### src/rtl/i2c_port_pkg.sv
// Shared types for the two-wire register control port.
// Assumes a byte-wide register bank and oversampling of the bus by clk.
package i2c_port_pkg;

    localparam int BYTE_W = 8;

    // Protocol engine states
    typedef enum logic [2:0] {
        ST_IDLE,
        ST_RX,
        ST_RX_ACK,
        ST_TX,
        ST_TX_ACK
    } port_state_e;

    // Which byte of a write-direction transfer is being received
    typedef enum logic [1:0] {
        PH_ADDR,
        PH_PTR,
        PH_DATA
    } rx_phase_e;

    // Synchronised line levels and decoded bus events
    typedef struct packed {
        logic scl;
        logic sda;
        logic scl_rise;
        logic scl_fall;
        logic start;
        logic stop;
    } line_ev_t;

endpackage

### src/rtl/i2c_line_monitor.sv
// Synchronises SCL and SDA into clk and decodes edges, start and stop.
// Assumes both lines idle high and are slow compared with clk.
module i2c_line_monitor
    import i2c_port_pkg::*;
#(
    parameter int SYNC_STAGES = 2
) (
    input  logic     clk,
    input  logic     rst_n,
    input  logic     scl_i,
    input  logic     sda_i,
    output line_ev_t ev
);

    logic scl_s, sda_s;
    logic scl_p, sda_p;

    generate
        if (SYNC_STAGES == 1) begin : g_single
            logic scl_ff, sda_ff;
            // single-stage capture of both lines
            always_ff @(posedge clk) begin
                if (!rst_n) begin
                    scl_ff <= 1'b1;
                    sda_ff <= 1'b1;
                end else begin
                    scl_ff <= scl_i;
                    sda_ff <= sda_i;
                end
            end
            assign scl_s = scl_ff;
            assign sda_s = sda_ff;
        end else begin : g_chain
            logic [SYNC_STAGES-1:0] scl_ff, sda_ff;
            // multi-stage synchroniser chain for both lines
            always_ff @(posedge clk) begin
                if (!rst_n) begin
                    scl_ff <= '1;
                    sda_ff <= '1;
                end else begin
                    scl_ff <= {scl_ff[SYNC_STAGES-2:0], scl_i};
                    sda_ff <= {sda_ff[SYNC_STAGES-2:0], sda_i};
                end
            end
            assign scl_s = scl_ff[SYNC_STAGES-1];
            assign sda_s = sda_ff[SYNC_STAGES-1];
        end
    endgenerate

    // previous synchronised levels for edge detection
    always_ff @(posedge clk) begin
        if (!rst_n) begin
            scl_p <= 1'b1;
            sda_p <= 1'b1;
        end else begin
            scl_p <= scl_s;
            sda_p <= sda_s;
        end
    end

    // event decode: SDA edges count as start or stop only with SCL held high
    always_comb begin
        ev.scl      = scl_s;
        ev.sda      = sda_s;
        ev.scl_rise = scl_s & ~scl_p;
        ev.scl_fall = ~scl_s & scl_p;
        ev.start    = scl_s & scl_p & sda_p & ~sda_s;
        ev.stop     = scl_s & scl_p & ~sda_p & sda_s;
    end

endmodule

### src/rtl/i2c_reg_bank.sv
// Byte-wide register bank with one write port and one read port.
// Assumes REG_COUNT is a power of two so that the index covers it exactly.
module i2c_reg_bank
    import i2c_port_pkg::*;
#(
    parameter int REG_COUNT = 8,
    parameter int IDX_W     = $clog2(REG_COUNT)
) (
    input  logic                        clk,
    input  logic                        rst_n,
    input  logic                        wr_en,
    input  logic [IDX_W-1:0]            wr_idx,
    input  logic [BYTE_W-1:0]           wr_data,
    input  logic [IDX_W-1:0]            rd_idx,
    output logic [BYTE_W-1:0]           rd_data,
    output logic [REG_COUNT*BYTE_W-1:0] regs_flat
);

    logic [BYTE_W-1:0] mem [REG_COUNT];

    // storage update: clear on reset, else write the addressed entry
    always_ff @(posedge clk) begin
        for (int i = 0; i < REG_COUNT; i++) begin
            if (!rst_n) begin
                mem[i] <= '0;
            end else if (wr_en && (wr_idx == i[IDX_W-1:0])) begin
                mem[i] <= wr_data;
            end
        end
    end

    // read port selected by the shared pointer
    assign rd_data = mem[rd_idx];

    genvar g;
    generate
        for (g = 0; g < REG_COUNT; g++) begin : g_flat
            assign regs_flat[g*BYTE_W +: BYTE_W] = mem[g];
        end
    endgenerate

endmodule

### src/rtl/i2c_port_ctrl.sv
// Protocol engine: address match, pointer load, byte write, byte read,
// acknowledge handling and the open-drain pull-down enable.
// Assumes decoded bus events from i2c_line_monitor; SDA is changed only on
// the cycle an SCL fall is seen, so it always moves while SCL is low.
module i2c_port_ctrl
    import i2c_port_pkg::*;
#(
    parameter int          IDX_W  = 3,
    parameter logic [5:0]  DEV_HI = 6'b001000
) (
    input  logic              clk,
    input  logic              rst_n,
    input  line_ev_t          ev,
    input  logic              addr_sel,
    input  logic [BYTE_W-1:0] rd_data,
    output logic              wr_en,
    output logic [BYTE_W-1:0] wr_data,
    output logic [IDX_W-1:0]  ptr_idx,
    output logic              sda_oe,
    output logic              busy
);

    port_state_e       state;
    rx_phase_e         phase;
    logic [3:0]        cnt;
    logic [BYTE_W-1:0] shreg;
    logic [BYTE_W-1:0] txreg;
    logic              is_read;
    logic              ptr_inc;
    logic              mack;
    logic [IDX_W-1:0]  ptr_next;
    logic              byte_in;

    // pointer successor, wrapping through the power-of-two index space
    assign ptr_next = ptr_idx + {{(IDX_W-1){1'b0}}, ptr_inc};
    // a full byte has been shifted in and its eighth clock has ended
    assign byte_in  = (state == ST_RX) && ev.scl_fall && (cnt == 4'd8);

    // register write strobe for data bytes of a write transfer
    always_comb begin
        wr_en   = byte_in && (phase == PH_DATA);
        wr_data = shreg;
    end

    assign busy = (state != ST_IDLE);

    // protocol sequencing, pointer maintenance and SDA pull-down control
    always_ff @(posedge clk) begin
        if (!rst_n) begin
            state   <= ST_IDLE;
            phase   <= PH_ADDR;
            cnt     <= '0;
            shreg   <= '0;
            txreg   <= '0;
            is_read <= 1'b0;
            ptr_inc <= 1'b0;
            ptr_idx <= '0;
            mack    <= 1'b0;
            sda_oe  <= 1'b0;
        end else if (ev.start) begin
            state   <= ST_RX;
            phase   <= PH_ADDR;
            cnt     <= '0;
            is_read <= 1'b0;
            sda_oe  <= 1'b0;
        end else if (ev.stop) begin
            state  <= ST_IDLE;
            sda_oe <= 1'b0;
        end else begin
            case (state)
                ST_RX: begin
                    if (ev.scl_rise && (cnt != 4'd8)) begin
                        shreg <= {shreg[BYTE_W-2:0], ev.sda};
                        cnt   <= cnt + 4'd1;
                    end
                    if (byte_in) begin
                        cnt <= '0;
                        case (phase)
                            PH_ADDR: begin
                                if (shreg[7:1] == {DEV_HI, addr_sel}) begin
                                    is_read <= shreg[0];
                                    sda_oe  <= 1'b1;
                                    state   <= ST_RX_ACK;
                                end else begin
                                    state <= ST_IDLE;
                                end
                            end
                            PH_PTR: begin
                                ptr_inc <= shreg[7];
                                ptr_idx <= shreg[IDX_W-1:0];
                                sda_oe  <= 1'b1;
                                state   <= ST_RX_ACK;
                            end
                            default: begin
                                ptr_idx <= ptr_next;
                                sda_oe  <= 1'b1;
                                state   <= ST_RX_ACK;
                            end
                        endcase
                    end
                end
                ST_RX_ACK: begin
                    if (ev.scl_fall) begin
                        if (is_read) begin
                            txreg   <= rd_data;
                            sda_oe  <= ~rd_data[7];
                            ptr_idx <= ptr_next;
                            cnt     <= '0;
                            state   <= ST_TX;
                        end else begin
                            sda_oe <= 1'b0;
                            phase  <= (phase == PH_ADDR) ? PH_PTR : PH_DATA;
                            state  <= ST_RX;
                        end
                    end
                end
                ST_TX: begin
                    if (ev.scl_fall) begin
                        if (cnt == 4'd7) begin
                            sda_oe <= 1'b0;
                            state  <= ST_TX_ACK;
                        end else begin
                            txreg  <= {txreg[BYTE_W-2:0], 1'b0};
                            sda_oe <= ~txreg[6];
                            cnt    <= cnt + 4'd1;
                        end
                    end
                end
                ST_TX_ACK: begin
                    if (ev.scl_rise) begin
                        mack <= ~ev.sda;
                    end
                    if (ev.scl_fall) begin
                        if (mack) begin
                            txreg   <= rd_data;
                            sda_oe  <= ~rd_data[7];
                            ptr_idx <= ptr_next;
                            cnt     <= '0;
                            state   <= ST_TX;
                        end else begin
                            state <= ST_IDLE;
                        end
                    end
                end
                default: begin
                    state <= ST_IDLE;
                end
            endcase
        end
    end

endmodule

### src/rtl/i2c_reg_port.sv
// Top of the two-wire register control port: line monitor, protocol engine
// and register bank. Assumes REG_COUNT is a power of two between 2 and 128.
module i2c_reg_port
    import i2c_port_pkg::*;
#(
    parameter int         REG_COUNT   = 8,
    parameter int         SYNC_STAGES = 2,
    parameter logic [5:0] DEV_HI      = 6'b001000
) (
    input  logic                        clk,
    input  logic                        rst_n,
    input  logic                        scl_i,
    input  logic                        sda_i,
    input  logic                        addr_sel_i,
    output logic                        sda_oe_o,
    output logic [REG_COUNT*BYTE_W-1:0] regs_o
);

    localparam int IDX_W = $clog2(REG_COUNT);

    line_ev_t          line_ev;
    logic              wr_en;
    logic [BYTE_W-1:0] wr_data;
    logic [IDX_W-1:0]  ptr_idx;
    logic [BYTE_W-1:0] rd_data;
    logic              port_busy;

    i2c_line_monitor #(
        .SYNC_STAGES(SYNC_STAGES)
    ) u_mon (
        .clk   (clk),
        .rst_n (rst_n),
        .scl_i (scl_i),
        .sda_i (sda_i),
        .ev    (line_ev)
    );

    i2c_port_ctrl #(
        .IDX_W  (IDX_W),
        .DEV_HI (DEV_HI)
    ) u_ctrl (
        .clk      (clk),
        .rst_n    (rst_n),
        .ev       (line_ev),
        .addr_sel (addr_sel_i),
        .rd_data  (rd_data),
        .wr_en    (wr_en),
        .wr_data  (wr_data),
        .ptr_idx  (ptr_idx),
        .sda_oe   (sda_oe_o),
        .busy     (port_busy)
    );

    i2c_reg_bank #(
        .REG_COUNT (REG_COUNT),
        .IDX_W     (IDX_W)
    ) u_bank (
        .clk       (clk),
        .rst_n     (rst_n),
        .wr_en     (wr_en),
        .wr_idx    (ptr_idx),
        .wr_data   (wr_data),
        .rd_idx    (ptr_idx),
        .rd_data   (rd_data),
        .regs_flat (regs_o)
    );

endmodule

### config.mk
export PLATFORM = sky130hd
export DESIGN_NAME = i2c_reg_port
export DESIGN_NICKNAME = d
export VERILOG_FILES = /design/src/rtl/i2c_port_pkg.sv /design/src/rtl/i2c_line_monitor.sv /design/src/rtl/i2c_reg_bank.sv /design/src/rtl/i2c_port_ctrl.sv /design/src/rtl/i2c_reg_port.sv
export SDC_FILE = /design/constraint.sdc
export NUM_CORES = 1
export LEC_CHECK = 0
export BUFFER_PORTS_ARGS = -buffer_cell sky130_fd_sc_hd__buf_2
export CORE_MARGIN = 1
export CORE_UTILIZATION = 50
export CTS_CLUSTER_SIZE = 8
export DETAILED_ROUTE_END_ITERATION = 10
export GPL_ROUTABILITY_DRIVEN = 0
export PLACE_DENSITY = 0.71
export SETUP_SLACK_MARGIN = 0.4
export SLEW_MARGIN = 20
export SYNTH_ARGS = -nofsm -noshare
export SYNTH_HDL_FRONTEND = slang
export SYNTH_SLANG_ARGS = --single-unit
### constraint.sdc
create_clock -name clk -period 2.8 [get_ports clk]
set_input_delay 0.14 -clock clk [delete_from_list [all_inputs] [get_ports clk]]
set_output_delay 0.14 -clock clk [all_outputs]
set_load 0.005 [all_outputs]
# Word level (Yosys, flattened, before mapping)
# Memory sizes are Yosys's and may differ from the RTL's. A register that Yosys moved wholly into a read port is not among the register bits.
# Cells that the tools add are included.
[word_totals]
mem_bits_rw = 64
in_bits = 5
n_memories = 1
regBits = 37
out_inout_bits = 65
[mem_list]
columns = ["memory", "words", "width", "read_ports", "rd_clocked_by_memory_dff", "wr", "line", "source"]
rows = [
  ["u_bank.mem", 8, 8, 9, 1, 8, "i2c_reg_bank.sv:19", "logic [BYTE_W-1:0] mem [REG_COUNT];"],
]
[classes]
n_reduce_logical = 30
n_eq_ne = 33
mux = 81
add_sub_neg = 2
bitwise = 25
[op_table]
columns = ["operator", "count"]
rows = [
  ["2-to-1 mux 8 bit", 8],
  ["2-to-1 mux 7 bit", 6],
  ["2-to-1 mux 1 bit", 36],
  ["2-to-1 mux 3 bit", 12],
  ["2-to-1 mux 4 bit", 8],
  ["AND reduction 9 bit", 3],
  ["one-hot mux 7 bit (3 select lines)", 1],
  ["!= test 4 x 3 -> 1 bit (second input constant)", 5],
  ["AND reduction 5 bit", 4],
  ["one-hot mux 4 bit (4 select lines)", 1],
  ["equality test 3 bit (second input constant)", 5],
  ["!= test 2 x 1 -> 1 bit (second input constant)", 7],
  ["equality test 3 x 2 -> 1 bit (second input constant)", 4],
  ["logical AND 1 bit", 12],
  ["one-hot mux 3 bit (4 select lines)", 1],
  ["AND reduction 4 bit", 3],
  ["2-to-1 mux 2 bit", 5],
  ["NOT 1 bit", 10],
  ["one-hot mux 3 bit (3 select lines)", 1],
  ["bitwise OR 1 bit", 8],
  ["AND 1 bit", 7],
  ["equality test 7 x 5 -> 1 bit", 1],
  ["AND reduction 7 bit", 1],
  ["equality test 3 x 1 -> 1 bit (second input constant)", 2],
  ["other kinds (18)", 20],
]

# Depth between registers and ports, before layout
[depth]
ltp_word = 10
mapped_depth = 8

# By module
# A second synthesis with hierarchy kept.
[hier_totals]
hier_cells = 420
area_unflattened_um2 = 5029.8
[by_module_without_submodules]
columns = ["module", "cells_per_inst", "instances", "seq_area_each_um2", "area_each_um2"]
rows = [
  ["i2c_reg_bank", 196, 1, 1921.8, 2989.1],
  ["i2c_port_ctrl", 206, 1, 620.6, 1835.5],
  ["i2c_line_monitor", 18, 1, 120.1, 205.2],
]

# Worst setup path before layout
# OpenSTA, ideal clock, no wires.
[synth_timing]
kind = "reg-to-reg"
from = "reg u_ctrl.state[1]"
to = "mem u_bank.mem[0][0] (enable)"
arrival_ns = 2.160
path_buffers = 2
synth_period_minus_slack_ns = 2.547
path_slack_ns = 0.253
required_time_ns = 2.413
stages_incl_launch_ff = 7
cell_sequence = "dfxtp_1 -> buf_6 -> or3b_1 -> buf_6 -> nor4_4 -> or2b_1 -> o31ai_1"
[synth_rtl]
columns = ["element", "line", "source"]
rows = [
  ["start: declaration", "i2c_port_ctrl.sv:23", "port_state_e state;"],
  ["start signal: assignment", "i2c_port_ctrl.sv:50", "state <= ST_IDLE;"],
  ["start signal: assignment", "i2c_port_ctrl.sv:61", "state <= ST_RX;"],
  ["start signal: assignment", "i2c_port_ctrl.sv:67", "state <= ST_IDLE;"],
  ["end: declaration", "i2c_reg_bank.sv:19", ""],
]

# Worst setup path after layout
[layout_timing]
from = "reg u_ctrl.state[2]"
to = "reg u_ctrl.cnt[3]"
[layout_via]
elab_chain_len = 5
[layout_lines]
columns = ["element", "line", "source"]
rows = [
  ["equality test 3 x 1 -> 1 bit", "i2c_port_ctrl.sv:37, i2c_port_ctrl.sv:70", ""],
  ["logical AND 1 bit (2 in a row)", "i2c_port_ctrl.sv:37", "assign byte_in = (state == ST_RX) && ev.scl_fall && (cnt == 4'd8);"],
  ["!= test 3 x 2 -> 1 bit (no line) or 2-to-1 mux 4 bit (tied branches)", "-", ""],
  ["AND reduction 9 bit (no line) or one-hot mux 4 bit (4 select lines) (tied branches)", "-", ""],
  ["end signal: assignment", "i2c_port_ctrl.sv:74", "cnt <= cnt + 4'd1;"],
  ["end signal: assignment", "i2c_port_ctrl.sv:125", "cnt <= cnt + 4'd1;"],
  ["end: declaration", "i2c_port_ctrl.sv:25", "logic [3:0] cnt;"],
]
# Several ways; a longest one is shown, not always the timed one.
# A chain may end at the register's enable or synchronous reset.

==> results by group <==
Detailed routing
  • DR WL/cell: about 19 µm
  • DRC: 0
  • Vias: about 3800
  • Detail Route Antenna Nets: 0
  • Drt pass-1 iters: 5
  • Avg Vias per Cell: 5.714
  • DRT iter0 DRCs: 270
  • Final wirelength: between 10000 and 15000 µm

Timing
  • RSZ-0062 raised after global routing: true
  • Slew HR: between 40 and 50%
  • Worst-margin pin slew: between 800 and 900 ps
  • Slew Limit Fails: 0
  • Total negative slack: 0 ps
  • FMAX: approximately 430 MHz
  • Final hold slack: between 100 and 150 ps
  • Final Cycle Share: about 80%
  • Setup violations, final: 0
  • Final Skew: 19.63 ps
  • Clock period minus worst slack: 2305 ps
  • Final hold violations: 0

CTS
  • Worst-Skew Late Latency: a little under 400 ps
  • Num CTS Buffers: 9
  • CTS H-tree depth: 3
  • Clock Path Buffers: 2
  • TritonCTS clock tree: built
  • Clock-pin slew on the worst setup and hold paths: about 100 ps
  • Root Driver: clkbuf_8
  • Clock sinks: between 100 and 150

Logic synthesis
  • Ys flop type: edfxtp_1
  • Asr flop ratio synth: 0%
  • Synth Area per Inst: roughly 11 µm²
  • Seq cells post-synth: ~100
  • Sequential-to-total area share from yosys stat: a little over half
  • Yosys top cell area share: about 38%
  • Synth unique cells: 59
  • Syn Nets: around 460
  • Cell Area, Synth: about 5000 µm²
  • Dominant cell type by area after synthesis: edfxtp_1
  • Post-synth EDFFs: 64
  • Dominant cells by area after synthesis: edfxtp_1 38%, dfxtp_1 16%, mux2i_1 8.3%, and2_1 7.5%, a22oi_1 2.1%
  • Ys Warns: 0
  • Cell count after synthesis: 450

Worst hold path
  • Worst hold path class: in -> reg

Power and ir drop
  • Clock power share: 31.4%
  • Comb power frac: between 10% and 20%
  • Switching power: approximately 830 µW
  • P_leak: approximately 0.0023 µW
  • Net Sw Frac: 26.58%
  • Pwr Density: 529.1 nW/µm²
  • Sequential Power Share: 57.2%
  • Pint: 2282 µW
  • Peak VDD IR: around 0.23 mV

Floorplanning
  • Core area: ~10000 µm²
  • Initial Utilization: roughly half
  • Top Ports: 70
  • Die H: 102.8 µm
  • Die Area: approximately 11000 µm²
  • Die W: 102.8 µm
  • Rows: 36

Placed design
  • IO buf count: 69
  • Dpl hpwl: 8979 µm

Critical path
  • Worst r2r src: u_ctrl.state[2]
  • CP max FO: 14
  • R2R Path End: u_ctrl.cnt[3]
  • Setup crit end: u_ctrl.cnt[3]
  • Setup crit start kind: flip-flop
  • FF-to-FF path depth: 5
  • R2R Setup Slk: between 400 and 500 ps
  • Worst EP required: 3070 ps
  • CP Launch Point: u_ctrl.state[2]
  • Setup crit end kind: flip-flop
  • Critical path arrival: 2580 ps
  • Crit Path Category: reg -> reg

GRT
  • GRT overflow: 0
  • Initial antenna violation count: 0
  • First-pass GRT wire length: ~19000 µm
  • Largest net degree at the start of global routing: 26
  • Vias in the first global route: ~3500
  • Global-route total usage across every layer: approximately a quarter

Cells and area
  • Layout cell share with drive strength beyond 1: ~25%
  • Antenna cells: 0
  • Area Overhead vs Synth: 15.55%
  • Final Util: roughly 60%
  • Post-layout net count: ~530

Status
  • Status: completed

Job
  • Maxcap violations: 0
[synth_stat cells, types with 3 or more instances]
library cell / count
nor2_1: 17
mux2i_1: 42
xnor2_1: 3
clkbuf_1: 19
and3b_1: 3
nor2b_1: 16
ha_1: 4
nand2_1: 18
a22oi_1: 14
a31oi_1: 8
nand3b_1: 5
o211ai_1: 3
buf_1: 3
o211a_1: 5
nor3_1: 6
edfxtp_1: 64
buf_2: 4
nand2b_1: 14
a21oi_1: 6
and2_1: 61
inv_1: 7
dfxtp_1: 40
o21ai_0: 21
nand3_1: 14
o31ai_1: 4
[flip-flops by register name, indices dropped and copies added (netlist names), named ones only]
register              cells
u_ctrl.wr_data            8
u_ctrl.is_read            1
u_ctrl.cnt                4
u_ctrl.txreg              7
u_bank.mem               64
u_ctrl.sda_oe             1
u_mon.g_chain.scl_ff      2
u_ctrl.ptr_idx            3
u_mon.sda_p               1
u_mon.g_chain.sda_ff      2
u_ctrl.phase              2
u_ctrl.ptr_inc            1
u_ctrl.state              3
u_ctrl.mack               1
u_mon.scl_p               1
[through the flow]
step	cells	setup slack (ps)	total power (µW)	cell area [µm²]
after detailed placement	640	371.4	2157	5597
after global placement	640	451.8	2143	5597
after floorplan	450	299.0	2021	5089
final	661	494.7	3108	5874
after CTS	658	431.6	3109	5821
after global routing	661	304.2	3214	5874
[metal layers]
metal	share of wire (%)	global-route usage (%)	up-vias	routed length (µm)
met4	2.8	11.48	0	347
met3	7.4	3.797	25	925
li1	-	-	1776	-
met5	0	0	-	0
met2	48	41.23	168	5957
met1	42	30.88	1808	5274
[power groups by stage]
stage | combinational, µW | clock, µW | sequential (µW)
floorplan | 255 | 0 | 1770
global route | 385 | 1040 | 1790
finish | 355 | 975 | 1780
CTS | 350 | 982 | 1780
detailed placement | 347 | 0 | 1810
global placement | 336 | 0 | 1810
[critical path, cell delays in order, from the launching register on]
cell and delay, ps:
dfxtp_1 590, nor3b_1 510, o21a_1 200, o211ai_1 180
or2_2 370, o41ai_1 350
[cells by family after synthesis]
family	count (synthesis)	synth area share (%)
AND/OR/NAND/NOR	178	21.24
flip-flops	104	53.56
AO/OA/AOI/OAI	80	11.27
multiplexers	44	9.156
buffers and inverters	37	3.273
adder cells (fa/ha/maj)	4	0.9845
XOR/XNOR	3	0.5170
[layout by cell type, fill, tap and decap left out, types with 9 or more instances in the layout]
cell type | Yosys | final
buf_4 | 2 | 21
clkbuf_8 | 0 | 9
nand2b_1 | 14 | 13
o21ai_0 | 21 | 20
mux2i_1 | 42 | 42
edfxtp_1 | 64 | 64
nor2_1 | 17 | 14
nand2_1 | 18 | 18
and2_1 | 61 | 61
nor2b_1 | 16 | 16
dfxtp_1 | 40 | 38
nand3_1 | 14 | 14
a22oi_1 | 14 | 14
buf_2 | 4 | 69
[worst min path at each step]
stage | startpoint | to | slack [ps] | cells past startpoint
after floorplan | scl_i | u_mon.g_chain.scl_ff[0] | 240 | 1
after global placement | sda_i | u_mon.g_chain.sda_ff[0] | 320 | 2
after detailed placement | sda_i | u_mon.g_chain.sda_ff[0] | 330 | 2
after CTS | rst_n | u_mon.scl_p | 120 | 2
after global routing | rst_n | u_mon.g_chain.scl_ff[1] | 160 | 2
final | rst_n | u_mon.g_chain.sda_ff[1] | 130 | 2
[area by class of cell]
cell class,instances,area [µm²]
Multi-Input combinational cell,309,2232
Clock inverter,7,77.57
Clock buffer,9,123.9
Timing Repair Buffer,92,523.0
Inverter,7,26.28
Tap cell,133,166.4
Sequential cell,104,2725
Fill cell,835,3945
[repair_timing]
action	in CTS	in global routing
setup buffers	0	3
endpoints found under the setup margin	43	92
resized for setup	1	9
endpoints found under the hold margin	2	0
pin swaps	0	1
hold buffers	2	0
No activity file was read; power rests on OpenSTA's default activity.
